File: config.mk
export PLATFORM = sky130hd
export DESIGN_NAME = pinmux_gpio_port
export DESIGN_NICKNAME = d
export VERILOG_FILES = /design/src/rtl/pgp_pkg.sv /design/src/rtl/pgp_sync.sv /design/src/rtl/pgp_regs.sv /design/src/rtl/pgp_pin_route.sv /design/src/rtl/pinmux_gpio_port.sv
export SDC_FILE = /design/constraint.sdc
export NUM_CORES = 1
export LEC_CHECK = 0
export BUFFER_PORTS_ARGS = -buffer_cell sky130_fd_sc_hd__buf_2
export CAP_MARGIN = 5
export CORE_MARGIN = 2
export CORE_UTILIZATION = 40
export CTS_BUF_LIST = sky130_fd_sc_hd__clkbuf_8
export DETAILED_ROUTE_END_ITERATION = 16
export GPL_ROUTABILITY_DRIVEN = 0
export PLACE_DENSITY = 0.76
export SYNTH_ARGS = -nofsm -noshare
export SYNTH_HDL_FRONTEND = slang
export SYNTH_SLANG_ARGS = --single-unit
File: constraint.sdc
create_clock -name clk -period 1.65 [get_ports clk]
set_input_delay 0 -clock clk [delete_from_list [all_inputs] [get_ports clk]]
set_output_delay 0 -clock clk [all_outputs]
set_load 0.05 [all_outputs]
File: src/rtl/pgp_pkg.sv
package pgp_pkg;
  localparam int ADDR_W = 3;

  typedef enum logic [ADDR_W-1:0] {
    A_FUNC  = 3'd0,
    A_MUX   = 3'd1,
    A_LEVEL = 3'd2,
    A_DSET  = 3'd3,
    A_DCLR  = 3'd4,
    A_OSET  = 3'd5,
    A_OCLR  = 3'd6,
    A_IEN   = 3'd7
  } reg_addr_e;
endpackage

File: src/rtl/pgp_sync.sv
module pgp_sync #(
  parameter int WIDTH  = 16,
  parameter int STAGES = 2
) (
  input  logic             clk,
  input  logic             rst,
  input  logic [WIDTH-1:0] d,
  output logic [WIDTH-1:0] q
);
  logic [WIDTH-1:0] chain [STAGES];

  always_ff @(posedge clk) begin
    if (rst) begin
      for (int i = 0; i < STAGES; i++) chain[i] <= '0;
    end else begin
      chain[0] <= d;
      for (int i = 1; i < STAGES; i++) chain[i] <= chain[i-1];
    end
  end

  assign q = chain[STAGES-1];
endmodule

File: src/rtl/pgp_regs.sv
module pgp_regs
  import pgp_pkg::*;
#(
  parameter int NUM_PINS = 16,
  parameter int SEL_W    = 2,
  parameter int BUS_W    = 32
) (
  input  logic                      clk,
  input  logic                      rst,
  input  logic                      wr_en,
  input  logic                      rd_en,
  input  logic [ADDR_W-1:0]         addr,
  input  logic [BUS_W-1:0]          wdata,
  input  logic [NUM_PINS-1:0]       readback,
  output logic [BUS_W-1:0]          rdata,
  output logic [NUM_PINS-1:0]       func_en,
  output logic [NUM_PINS*SEL_W-1:0] mux,
  output logic [NUM_PINS-1:0]       data,
  output logic [NUM_PINS-1:0]       dir,
  output logic [NUM_PINS-1:0]       in_en
);
  localparam int MUX_W = NUM_PINS * SEL_W;

  function automatic logic [NUM_PINS-1:0] w1_set(logic [NUM_PINS-1:0] cur,
                                                 logic [NUM_PINS-1:0] m);
    return cur | m;
  endfunction

  function automatic logic [NUM_PINS-1:0] w1_clr(logic [NUM_PINS-1:0] cur,
                                                 logic [NUM_PINS-1:0] m);
    return cur & ~m;
  endfunction

  logic [NUM_PINS-1:0] wbits;
  reg_addr_e           a_sel;
  logic [BUS_W-1:0]    rd_next;

  assign wbits = wdata[NUM_PINS-1:0];
  assign a_sel = reg_addr_e'(addr);

  always_ff @(posedge clk) begin
    if (rst) begin
      func_en <= '0;
      mux     <= '0;
      data    <= '0;
      dir     <= '0;
      in_en   <= '0;
    end else if (wr_en) begin
      case (a_sel)
        A_FUNC: func_en <= wbits;
        A_MUX:  mux     <= wdata[MUX_W-1:0];
        A_DSET: data    <= w1_set(data, wbits);
        A_DCLR: data    <= w1_clr(data, wbits);
        A_OSET: begin
          dir   <= w1_set(dir, wbits);
          in_en <= w1_clr(in_en, wbits);
        end
        A_OCLR: dir     <= w1_clr(dir, wbits);
        A_IEN:  in_en   <= wbits;
        default: ;
      endcase
    end
  end

  always_comb begin
    case (a_sel)
      A_FUNC:         rd_next = BUS_W'(func_en);
      A_MUX:          rd_next = BUS_W'(mux);
      A_LEVEL:        rd_next = BUS_W'(readback);
      A_DSET, A_DCLR: rd_next = BUS_W'(data);
      A_OSET, A_OCLR: rd_next = BUS_W'(dir);
      A_IEN:          rd_next = BUS_W'(in_en);
      default:        rd_next = '0;
    endcase
  end

  always_ff @(posedge clk) begin
    if (rst)        rdata <= '0;
    else if (rd_en) rdata <= rd_next;
  end
endmodule

File: src/rtl/pgp_pin_route.sv
module pgp_pin_route #(
  parameter int NUM_PINS  = 16,
  parameter int NUM_FUNCS = 4,
  parameter int SEL_W     = 2
) (
  input  logic [NUM_PINS-1:0]           func_en,
  input  logic [NUM_PINS*SEL_W-1:0]     mux,
  input  logic [NUM_PINS-1:0]           data,
  input  logic [NUM_PINS-1:0]           dir,
  input  logic [NUM_PINS-1:0]           in_en,
  input  logic [NUM_PINS-1:0]           level,
  input  logic [NUM_FUNCS*NUM_PINS-1:0] periph_out,
  input  logic [NUM_FUNCS*NUM_PINS-1:0] periph_oe,
  output logic [NUM_FUNCS*NUM_PINS-1:0] periph_in,
  output logic [NUM_PINS-1:0]           pad_out,
  output logic [NUM_PINS-1:0]           pad_oe,
  output logic [NUM_PINS-1:0]           readback,
  output logic [NUM_PINS-1:0]           pin_sense
);
  function automatic logic pick_rb(logic is_out, logic latch, logic ien,
                                   logic lvl);
    return is_out ? latch : (ien & lvl);
  endfunction

  for (genvar p = 0; p < NUM_PINS; p++) begin : g_pin
    logic [SEL_W-1:0]     sel;
    logic [NUM_FUNCS-1:0] fo;
    logic [NUM_FUNCS-1:0] fe;

    assign sel = mux[p*SEL_W +: SEL_W];

    for (genvar f = 0; f < NUM_FUNCS; f++) begin : g_fn
      assign fo[f] = periph_out[f*NUM_PINS + p];
      assign fe[f] = periph_oe[f*NUM_PINS + p];
      assign periph_in[f*NUM_PINS + p] =
        level[p] & func_en[p] & (sel == SEL_W'(f));
    end

    always_comb begin
      if (func_en[p]) begin
        pad_out[p] = fo[sel];
        pad_oe[p]  = fe[sel];
      end else begin
        pad_out[p] = data[p];
        pad_oe[p]  = dir[p];
      end
    end

    assign readback[p]  = pick_rb(dir[p], data[p], in_en[p], level[p]);
    assign pin_sense[p] = level[p] & in_en[p];
  end
endmodule

File: src/rtl/pinmux_gpio_port.sv
module pinmux_gpio_port
  import pgp_pkg::*;
#(
  parameter int NUM_PINS    = 16,
  parameter int NUM_FUNCS   = 4,
  parameter int SYNC_STAGES = 2,
  parameter int BUS_W       = 32
) (
  input  logic                          clk,
  input  logic                          rst,
  input  logic                          wr_en,
  input  logic                          rd_en,
  input  logic [ADDR_W-1:0]             addr,
  input  logic [BUS_W-1:0]              wdata,
  output logic [BUS_W-1:0]              rdata,
  input  logic [NUM_PINS-1:0]           pad_in,
  output logic [NUM_PINS-1:0]           pad_out,
  output logic [NUM_PINS-1:0]           pad_oe,
  input  logic [NUM_FUNCS*NUM_PINS-1:0] periph_out,
  input  logic [NUM_FUNCS*NUM_PINS-1:0] periph_oe,
  output logic [NUM_FUNCS*NUM_PINS-1:0] periph_in,
  output logic [NUM_PINS-1:0]           pin_sense
);
  localparam int SEL_W = (NUM_FUNCS > 1) ? $clog2(NUM_FUNCS) : 1;
  localparam int MUX_W = NUM_PINS * SEL_W;

  logic [NUM_PINS-1:0] func_en_w;
  logic [MUX_W-1:0]    mux_w;
  logic [NUM_PINS-1:0] data_w;
  logic [NUM_PINS-1:0] dir_w;
  logic [NUM_PINS-1:0] ien_w;
  logic [NUM_PINS-1:0] lvl_w;
  logic [NUM_PINS-1:0] rb_w;

  pgp_sync #(.WIDTH(NUM_PINS), .STAGES(SYNC_STAGES)) u_sync (
    .clk (clk),
    .rst (rst),
    .d   (pad_in),
    .q   (lvl_w)
  );

  pgp_regs #(.NUM_PINS(NUM_PINS), .SEL_W(SEL_W), .BUS_W(BUS_W)) u_regs (
    .clk      (clk),
    .rst      (rst),
    .wr_en    (wr_en),
    .rd_en    (rd_en),
    .addr     (addr),
    .wdata    (wdata),
    .readback (rb_w),
    .rdata    (rdata),
    .func_en  (func_en_w),
    .mux      (mux_w),
    .data     (data_w),
    .dir      (dir_w),
    .in_en    (ien_w)
  );

  pgp_pin_route #(.NUM_PINS(NUM_PINS), .NUM_FUNCS(NUM_FUNCS), .SEL_W(SEL_W)) u_route (
    .func_en    (func_en_w),
    .mux        (mux_w),
    .data       (data_w),
    .dir        (dir_w),
    .in_en      (ien_w),
    .level      (lvl_w),
    .periph_out (periph_out),
    .periph_oe  (periph_oe),
    .periph_in  (periph_in),
    .pad_out    (pad_out),
    .pad_oe     (pad_oe),
    .readback   (rb_w),
    .pin_sense  (pin_sense)
  );
endmodule

* After elaboration in Yosys (flattened, before gate mapping) *
Memories as Yosys holds them, arrays and structs flattened.
Index checks and enable logic that the tools add are counted.

cells by class
  multiply operators = 0
  eq/ne operators = 55
  add/sub/neg operators = 0
  $lt $le $gt $ge = 16
  reduce and logical (&&, ||, !) cells = 27
  muxes and demuxes = 121
  shifts and indexed selects = 0
  bitwise operators = 104
  div/mod/pow operators = 0

operators by type and width
  cell                  number
  $pmux W32 S6          1
  $and A1 B1 Y1         96
  $pmux W16 S2          3
  $mux W1               83
  $bmux W1 S2           32
  $eq A2 B2 Y1 const B  32
  $and A16 B16 Y16      3
  $lt A2 B3 Y1 const B  16
  $eq A2 B1 Y1 const B  16
  $logic_not A2 Y1      16
  $mux W16              2
  $or A16 B16 Y16       2
  $not A16 Y16          1
  $eq A3 B3 Y1 const B  4
  $reduce_and A2 Y1     5
  $eq A3 B2 Y1 const B  2
  $reduce_bool A2 Y1    3
  $reduce_or A2 Y1      2
  $eq A3 B1 Y1 const B  1
  $logic_not A3 Y1      1
  $or A1 B1 Y1          2

storage, ports and cells
  register bits = 128
  RAM bits = 32
  bits in read-only memories = 0
  output and inout port bits = 144
  latch bits = 0
  memories = 1

memory list
  name          words  width  read ports  clocked after memory_dff  write ports  line            RTL
  u_sync.chain  2      16     2           0                         2            pgp_sync.sv:10  logic [WIDTH-1:0] chain [STAGES];

* Longest topological paths before layout *
Gate-level depths: netlist (run 1).

  depth in word-level cells = 3
  depth in mapped cells = 8

* Hierarchy *
Synthesis (run 1) repeated with hierarchy kept, for this count alone.

unflattened totals
  cell total of the unflattened synthesis = 1069
  area, all modules = 8725.9 µm²

by module, submodules not included
  module         area an instance (µm²)  times used  cells each
  pgp_regs       5497.8                  1           670
  pgp_pin_route  2244.7                  1           316
  pgp_sync       983.4                   1           83

* Worst setup path before layout (run 1) *
No wires, ideal clock.

  path type = register to output
  from = register u_regs.mux[0]
  to = output periph_in[16]
  path buffers = 1
  path slack = -84 ps
  cell stages (with the launch flop) = 3
  data arrival time = 1734 ps
  data required time = 1650 ps
  cell sequence = dfxtp_1 -> clkbuf_1 -> nor3b_1

between the ends
  longest elaborated chain between the ends = 2

ends and longest elaborated chain
  element                 line                    RTL
  start, declared         pgp_regs.sv:17          output logic [NUM_PINS*SEL_W-1:0] mux,
  start signal, assigned  pgp_regs.sv:51          A_MUX: mux <= wdata[MUX_W-1:0];
  $eq A2 B1 Y1            pgp_pin_route.sv:36     level[p] & func_en[p] & (sel == SEL_W'(f));
  $and A1 B1 Y1           pgp_pin_route.sv:36
  end, declared           pinmux_gpio_port.sv:21  output logic [NUM_FUNCS*NUM_PINS-1:0] periph_in,

Every way passes these cells.

* Final worst setup path (run 1) *
  from = register u_regs.mux[12]
  to = output pad_out[6]

between the ends
  longest elaborated chain between the ends = 3

ends and longest elaborated chain
  element                        line                    RTL
  $bmux W1 S2                    pgp_pin_route.sv:41     pad_out[p] = fo[sel];
  $mux W1 (implied by the code)  pgp_pin_route.sv:41
  $mux W1                        pgp_pin_route.sv:40     if (func_en[p]) begin
  end, declared                  pinmux_gpio_port.sv:17  output logic [NUM_PINS-1:0] pad_out,

Every way passes these cells. The select of a mux whose other input is x is not followed.

==> results of run 1 <==
==> Yosys cell counts, types with 5 or more instances <==
cell type  count  area share
a211oi_1      22       0.020
a211oi_2      10       0.015
a21boi_0       9      0.0081
a21oi_1      121       0.072
a221o_1        9       0.011
a22oi_1        7      0.0063
a32o_1         7      0.0084
a32oi_1        9      0.0094
and2_1        18       0.013
and3_1         5      0.0037
buf_2         14      0.0084
buf_4         14       0.013
buf_6          5      0.0067
clkbuf_1      57       0.026
dfxtp_1      160        0.38
inv_1         16      0.0072
mux2_2        32       0.043
mux4_2        32       0.086
nand2_1      170       0.076
nand2b_1       8      0.0060
nand3_1       34       0.020
nand3b_1      10      0.0090
nor2_1        55       0.025
nor2b_1       59       0.044
nor3_1        32       0.019
nor3b_1        8      0.0072
o211ai_1       7      0.0063
o21a_1         9      0.0081
o21ai_0       31       0.019
o21bai_1       7      0.0063
==> power groups by stage <==
stage / registers (mW) / logic [mW] / clock network (mW)
2_1_floorplan: 4.20 / 0.750 / 0
4_1_cts: 4.09 / 1.48 / 2.83
6_report: 4.09 / 1.52 / 2.78
3_3_place_gp: 4.20 / 1.25 / 0
5_1_grt: 4.11 / 1.61 / 3.01
3_5_place_dp: 4.20 / 1.27 / 0
==> logic make-up after synthesis <==
logic type	Yosys count
AO/OA/AOI/OAI	250
XOR/XNOR	1
buffers and inverters	109
flip-flops	160
multiplexers	64
AND/OR/NAND/NOR	406
==> per-stage QoR <==
stage | setup TNS [ns] | utilization
after floorplan | -0.0149 | -
after global placement | 0 | 0.510
after detailed placement | 0 | 0.510
after CTS | -4.31 | 0.579
after global routing | -5.49 | 0.584
final | -3.69 | 0.584
==> cell type report <==
cell class	count	area, sq um
fill	1731	8480
multi-input combinational	721	4800
sequential	160	3280
timing repair buffer	443	3040
tap	270	338
clock buffer	17	234
clock inverter	15	136
inverter	16	60.1
==> per-layer routing <==
layer  routed length [microns]  GRT usage  part of all wire  vias to the layer above
met1                     12300      0.335              0.39                     4282
li1                          -          -                 -                     4211
met4                      1130      0.130             0.036                        0
met3                      2820     0.0620             0.090                       78
met2                     15200      0.468              0.48                      510
met5                         0          0                 0                        -
==> what timing repair did <==
action / 4_1_cts / 5_1_grt
endpoints found under the setup margin: 33 / 51
hold buffers: 51 / 0
buffers inserted: 11 / 0
gates resized for setup: 143 / 45
hold endpoints to repair: 114 / 0
==> how the worst min path moves through the flow <==
stage	end	slack, ns	depth (start not counted)
after floorplan	u_sync.chain[0][0]	0.13	1
after global placement	u_sync.chain[0][8]	0.21	2
after detailed placement	u_sync.chain[0][8]	0.21	2
after CTS	u_regs.rdata[5]	0.11	4
after global routing	u_regs.rdata[0]	0.19	4
final	u_regs.rdata[0]	0.17	4
==> worst max-delay path, stage by stage, from the launching register on <==
cell and delay [ns]:
dfxtp_4 0.39, mux4_2 0.51, mux2_4 0.29, buf_8 0.15
==> flow_summary.yaml, run 1 <==
floorplan:
  core-area_sq_mm: 0.0204
  fp-row-count: 52
  initial_core_util: 0.410
  dieArea_sq_mm: 0.0221
  fp.dieH_microns: 149
  dieWidth_microns: 149
  num_io_pins: 327
global_routing:
  grt_pass1_wl_mm: 47.5
  grt_pass1_vias: 8864
  grt_usage: 0.277
  antenna_found_initial: 0
  gr-total-overflow: 0
  grt_max_degree: 83
outcome:
  violations: "setup timing"
  status: "finished with violations"
min_path:
  hp-start: "addr[2]"
  min_path_type: "primary input to flip-flop"
cells_and_area:
  layout_commonest_cell: "buf_2"
  area_growth_pct: 42.2
  fin_area_sq_mm: 0.0119
  fin_cells: 1642
  diodes: 0
  drive_gt1_frac: 0.397
  fin_nets: 1542
  mostFrequentLayoutCells: "buf_2 (280), nand2_1 (170), dfxtp_1 (130), a21oi_1 (121), buf_4 (68)"
route:
  wl_per_cell_microns: 19.1
  via_per_inst: 5.53
  first_iter_violations: 736
  drt-total-wl_mm: 31.4
  drc: 0
  drt-pass1-iter-count: 7
  ant_nets: 0
  vias: 9081
synthesis:
  muxShareOfSynthArea: 0.129
  synth_cells: 990
  yosys.area_share.xor_xnor: 0.00105
  synth_compound_area_frac: 0.192
  synth.distinct_cells: 41
  synth-seq-cells: 160
  yosysWarnings: 0
  synth_top_family_by_area: "simple AND/OR/NAND/NOR gates"
  synth-simple-area-share: 0.232
  synth_fa_ha_area_frac: 0
  syn_area_per_cell_sq_um: 8.44
  ys.flop_type: "dfxtp_1"
  ys_async_sr_fraction: 0
  synth_seq_area_share: 0.383
  synth_edf_count: 0
  syn_area_sq_mm: 0.00835
  synth_nets: 1173
worst_setup_path:
  startpoint_type: "flip-flop"
  critPathCaptureType: "primary output"
  critPathArrivalTime_ns: 1.80
  worstPathRequired_ns: 1.65
  path_class: "flip-flop to primary output"
  cp-endpoint: "pad_out[6]"
  r2r_start: "u_regs.mux[10]"
  cp-startpoint: "u_regs.mux[12]"
  r2r_cells: 6
  rrSetupSlack_ns: 0.28
  r2r_end: "u_regs.rdata[10]"
  cp_max_fo: 4
clock_tree:
  cts.sinks: 160
  clkLatencyLatePin_ns: 0.46
  cts.clk_slew.worst_paths_ns: 0.09
  clock-root-buffer: "clkbuf_8"
  cts_tree: "done"
  clk_path_buf_depth: 2
  cts_buffers: 17
  cts_max_level: 4
timing:
  worst_pin_slew_ns: 0.971
  rsz0062_at_grt: "yes"
  finalClockSkew_ns: 0.00835
  setup_ws_ns: -0.146
  drv_slew: 0
  hold_violations: 0
  min_period_ns: 1.80
  period_share: 1.09
  relSlewSlack: 0.353
  holdWs_ns: 0.169
  fmax_mhz: 557
  finalSetupViolations: 32
placement:
  post_dp_cell_area_sq_mm: 0.0104
  place_worst_setup_slack_ns: 0.117
  dp.cells: 1548
  numPortBuffers: 326
  dp_hpwl_mm: 22.0
pwr:
  p_total_mw: 8.39
  power_density_mw_per_mm2: 706
  power_frac_comb: 0.181
  clkPwrFrac: 0.332
  netSwitchingPower_mw: 2.52
  p_seq_frac: 0.487
  p_leak_nw: 4.95
  vdd_drop_max_mv: 0.531
  cellInternalPower_mw: 5.88
  sw_frac_of_total: 0.300
run:
  drv_cap: 0
Note: power is estimated with default switching activity, not from simulation.
==> run 2: changes to the inputs <==
CORE_MARGIN = unset   (was 2)
==> flow_summary.yaml, run 2 (synthesis gave the netlist of run 1 again) <==
outcome:
  status: "finished with violations"
  violations: "setup timing"
timing:
  period_share: 1.09
  hold_violations: 0
  finalClockSkew_ns: 0.0109
  holdWs_ns: 0.104
  drv_slew: 0
  min_period_ns: 1.80
  fmax_mhz: 556
  rsz0062_at_grt: "yes"
  worst_pin_slew_ns: 0.919
  finalSetupViolations: 32
  setup_ws_ns: -0.150
  relSlewSlack: 0.387
route:
  ant_nets: 0
  drc: 0
  wl_per_cell_microns: 19.0
  drt-pass1-iter-count: 6
  vias: 9150
  drt-total-wl_mm: 31.3
  first_iter_violations: 798
  via_per_inst: 5.57
cells_and_area:
  area_growth_pct: 41.7
  mostFrequentLayoutCells: "buf_2 (289), nand2_1 (170), dfxtp_1 (134), a21oi_1 (121), buf_4 (71)"
  layout_commonest_cell: "buf_2"
  drive_gt1_frac: 0.395
  fin_cells: 1643
  fin_nets: 1542
floorplan:
  core-area_sq_mm: 0.0204
  dieArea_sq_mm: 0.0215
  initial_core_util: 0.410
  num_io_pins: 327
  fp-row-count: 52
  dieWidth_microns: 147
  fp.dieH_microns: 147
worst_setup_path:
  cp_max_fo: 4
  worstPathRequired_ns: 1.65
  path_class: "flip-flop to primary output"
  r2r_end: "u_regs.rdata[10]"
  r2r_start: "u_regs.mux[10]"
  startpoint_type: "flip-flop"
  r2r_cells: 5
  critPathCaptureType: "primary output"
  critPathArrivalTime_ns: 1.80
  cp-startpoint: "u_regs.mux[18]"
  rrSetupSlack_ns: 0.39
global_routing:
  grt_max_degree: 118
  antenna_found_initial: 1
  grt_pass1_vias: 8954
  grt_pass1_wl_mm: 48.2
  grt_usage: 0.289
  gr-total-overflow: 0
clock_tree:
  cts.sinks: 160
  cts_max_level: 4
  cts.clk_slew.worst_paths_ns: 0.09
  cts_tree: "done"
  clock-root-buffer: "clkbuf_8"
  cts_buffers: 17
  clkLatencyLatePin_ns: 0.46
  clk_path_buf_depth: 2
min_path:
  hp-start: "rst"
  hold_end: "u_regs.rdata[16]"
  min_path_type: "primary input to flip-flop"
  hold_depth: 3
pwr:
  p_leak_nw: 4.97
  power_density_mw_per_mm2: 720
  vdd_drop_max_mv: 0.500
  p_total_mw: 8.53
placement:
  numPortBuffers: 326
  dp.cells: 1545
  dp_hpwl_mm: 21.5
run:
  drv_cap: 0
[run 2: worst max path at each step]
stage / endpoint / slack, ns
2_1_floorplan: periph_in[32] / -0.01
3_3_place_gp: pad_out[15] / 0.16
3_5_place_dp: u_regs.rdata[11] / 0.11
6_report: pad_out[9] / -0.15
5_1_grt: pad_out[9] / -0.20
4_1_cts: pad_out[1] / -0.16
[run 2: final cells by class]
| cell class | instances | area (sq um) |
|---|---|---|
| Inverter | 16 | 60.1 |
| Sequential cell | 160 | 3270 |
| Tap cell | 270 | 338 |
| Antenna cell | 1 | 2.50 |
| Multi-Input combinational cell | 721 | 4800 |
| Clock inverter | 14 | 140 |
| Clock buffer | 18 | 248 |
| Timing Repair Buffer | 443 | 2980 |
| Fill cell | 1768 | 8520 |
[run 2: metrics by stage]
| stage | area [sq um] | utilization | setup WS, ns | TNS [ns] |
|---|---|---|---|---|
| final | 11800 | 0.581 | -0.150 | -3.76 |
| after global placement | 10300 | 0.507 | 0.163 | 0 |
| after detailed placement | 10300 | 0.507 | 0.114 | 0 |
| after floorplan | 8380 | - | -0.0149 | -0.0149 |
| after CTS | 11800 | 0.579 | -0.156 | -4.47 |
| after global routing | 11800 | 0.581 | -0.197 | -5.60 |
[run 2: repair_timing]
| action | 4_1_cts | 5_1_grt |
|---|---|---|
| hold endpoints to repair | 112 | 0 |
| buffers inserted | 15 | 2 |
| endpoints found under the setup margin | 33 | 41 |
| hold buffers | 48 | 0 |
| gates resized for setup | 153 | 18 |
[run 2: power breakdown]
group | switching [mW] | internal, mW | total (mW)
clock network | 1.55 | 1.38 | 2.93
logic | 0.806 | 0.699 | 1.50
registers | 0.131 | 3.96 | 4.09
[run 2: critical path, stage by stage, from the launching register on]
cell and delay, ns:
dfxtp_4 0.38, mux4_2 0.51, mux2_4 0.29, buf_8 0.15
[run 2: routing by layer]
metal	GRT usage	routed length [microns]	vias up
met2	0.500	15400	522
met5	0	0	-
li1	-	-	4224
met4	0.110	875	0
met1	0.347	12000	4334
met3	0.0647	2960	70
==> run 3: changes to the inputs <==
CORE_UTILIZATION = 51   (was 40)
PLACE_DENSITY = 0.91   (was 0.76)
==> flow_summary.yaml, run 3 (synthesis gave the netlist of run 1 again) <==
outcome:
  violations: "setup timing"
  status: "finished with violations"
route:
  wl_per_cell_microns: 20.1
  drt-pass1-iter-count: 6
  first_iter_violations: 1297
  vias: 9616
  drt-total-wl_mm: 31.9
  drc: 0
  via_per_inst: 6.06
  ant_nets: 0
placement:
  post_dp_cell_area_sq_mm: 0.0102
  dp_hpwl_mm: 20.7
  numPortBuffers: 326
  dp.cells: 1482
  place_worst_setup_slack_ns: 0.000425
worst_setup_path:
  critPathCaptureType: "primary output"
  path_class: "flip-flop to primary output"
  cp_max_fo: 3
  worst_path_max_delay_cell: "mux4_2"
  cpPeakStageDelay_ns: 0.53
  startpoint_type: "flip-flop"
  rrSetupSlack_ns: 0.19
  critPathArrivalTime_ns: 1.85
  crit_chain: "mux4_2 -> mux2_4 -> buf_8"
  worstPathRequired_ns: 1.65
global_routing:
  grt_pass1_wl_mm: 48.3
  grt_usage: 0.376
  grt_pass1_vias: 9386
  antenna_found_initial: 0
  gr-total-overflow: 0
  grt_max_degree: 78
timing:
  setup_ws_ns: -0.195
  hold_violations: 0
  drv_slew: 0
  period_share: 1.12
  relSlewSlack: 0.346
  finalSetupViolations: 32
  finalSetupTns_ns: -4.30
  rsz0062_at_grt: "yes"
  finalClockSkew_ns: 0.0149
  fmax_mhz: 542
  worst_pin_slew_ns: 0.981
  min_period_ns: 1.85
pwr:
  sw_frac_of_total: 0.297
  p_total_mw: 8.55
  clkPwrFrac: 0.343
  cellInternalPower_mw: 6.02
  power_density_mw_per_mm2: 724
  netSwitchingPower_mw: 2.54
  p_leak_nw: 4.97
  vdd_drop_max_mv: 0.471
  p_seq_frac: 0.479
  power_frac_comb: 0.178
cells_and_area:
  layout_commonest_cell: "buf_2"
  diodes: 0
  fin_cells: 1588
  multi_input_area_sq_mm: 0.00480
  fin_nets: 1542
  area.sequential_sq_mm: 0.00328
  fin_area_sq_mm: 0.0118
  fillers: 1123
  drive_gt1_frac: 0.391
  area_growth_pct: 41.3
  mostFrequentLayoutCells: "buf_2 (289), nand2_1 (170), dfxtp_1 (132), a21oi_1 (121), buf_4 (59)"
floorplan:
  fp-row-count: 46
  fp.dieH_microns: 130
  dieArea_sq_mm: 0.0169
  dieWidth_microns: 130
  initial_core_util: 0.524
  num_io_pins: 327
  core-area_sq_mm: 0.0159
clock_tree:
  cts_buffers: 17
  clock-root-buffer: "clkbuf_8"
  cts_max_level: 4
  clkLatencyLatePin_ns: 0.47
  cts.sinks: 160
  cts_tree: "done"
  cts.clk_slew.worst_paths_ns: 0.10
  clk_path_buf_depth: 2
run:
  drv_cap: 0
min_path:
  min_path_type: "primary input to flip-flop"
[run 3: cell count changes in the layout (fill, tap and decap cells not counted), sizes merged]
| cell | change |
|---|---|
| diode | -1 |
| inv | +1 |
| clkbuf | +1 |
| dlygate4sd3 | +8 |
| clkinvlp | +3 |
| clkinv | -3 |
| buf | -10 |
[run 3: final timing paths]
| path | cells after the start | from | endpoint |
|---|---|---|---|
| hold reg to reg | 1 | u_sync.chain[0][0] | u_sync.chain[0][16] |
| setup reg to reg | 5 | u_regs.mux[28] | u_regs.mux[28] |
| hold / removal | 4 | wr_en | u_regs.mux[7] |
| setup / recovery | 3 | u_regs.mux[10] | pad_oe[5] |
[run 3: area by class of cell]
class / count / area share
Inverter: 16 / 0.00509
Tap cell: 216 / 0.0229
Sequential cell: 160 / 0.278
Clock inverter: 15 / 0.0134
Multi-Input combinational cell: 721 / 0.407
Timing Repair Buffer: 443 / 0.254
Clock buffer: 17 / 0.0198
[run 3: power groups by stage]
stage,clock (mW),sequential [mW],combinational (mW)
final,2.93,4.10,1.52
after global routing,3.11,4.11,1.60
after CTS,2.92,4.09,1.47
after detailed placement,0,4.20,1.24
after global placement,0,4.20,1.21
after floorplan,0,4.20,0.750
[run 3: critical path: cells and delay by family, from the launching register on]
family   cells  cell delay [ns]
flops        1             0.39
buf+inv      1             0.15
mux          2             0.83
[run 3: stage by stage]
step                 util  hold WS [ns]
finish              0.741        0.0729
global route        0.741         0.109
CTS                 0.737        0.0394
detailed placement  0.641         0.214
global placement    0.641         0.209
floorplan               -         0.128
[run 3: timing repair]
item                                    CTS  global route
endpoints found under the setup margin   32            40
resized for setup                       147            22
hold endpoints to repair                118             0
hold buffers                             56             0
buffers inserted                         17             1
[run 3: routing by layer]
metal | global-route usage | part of all wire | vias to the layer above | wire length, microns
li1 | - | - | 4220 | -
met1 | 0.432 | 0.36 | 4461 | 11400
met2 | 0.630 | 0.48 | 760 | 15300
met3 | 0.0992 | 0.11 | 175 | 3450
met4 | 0.225 | 0.055 | 0 | 1740
met5 | 0 | 0 | - | 0
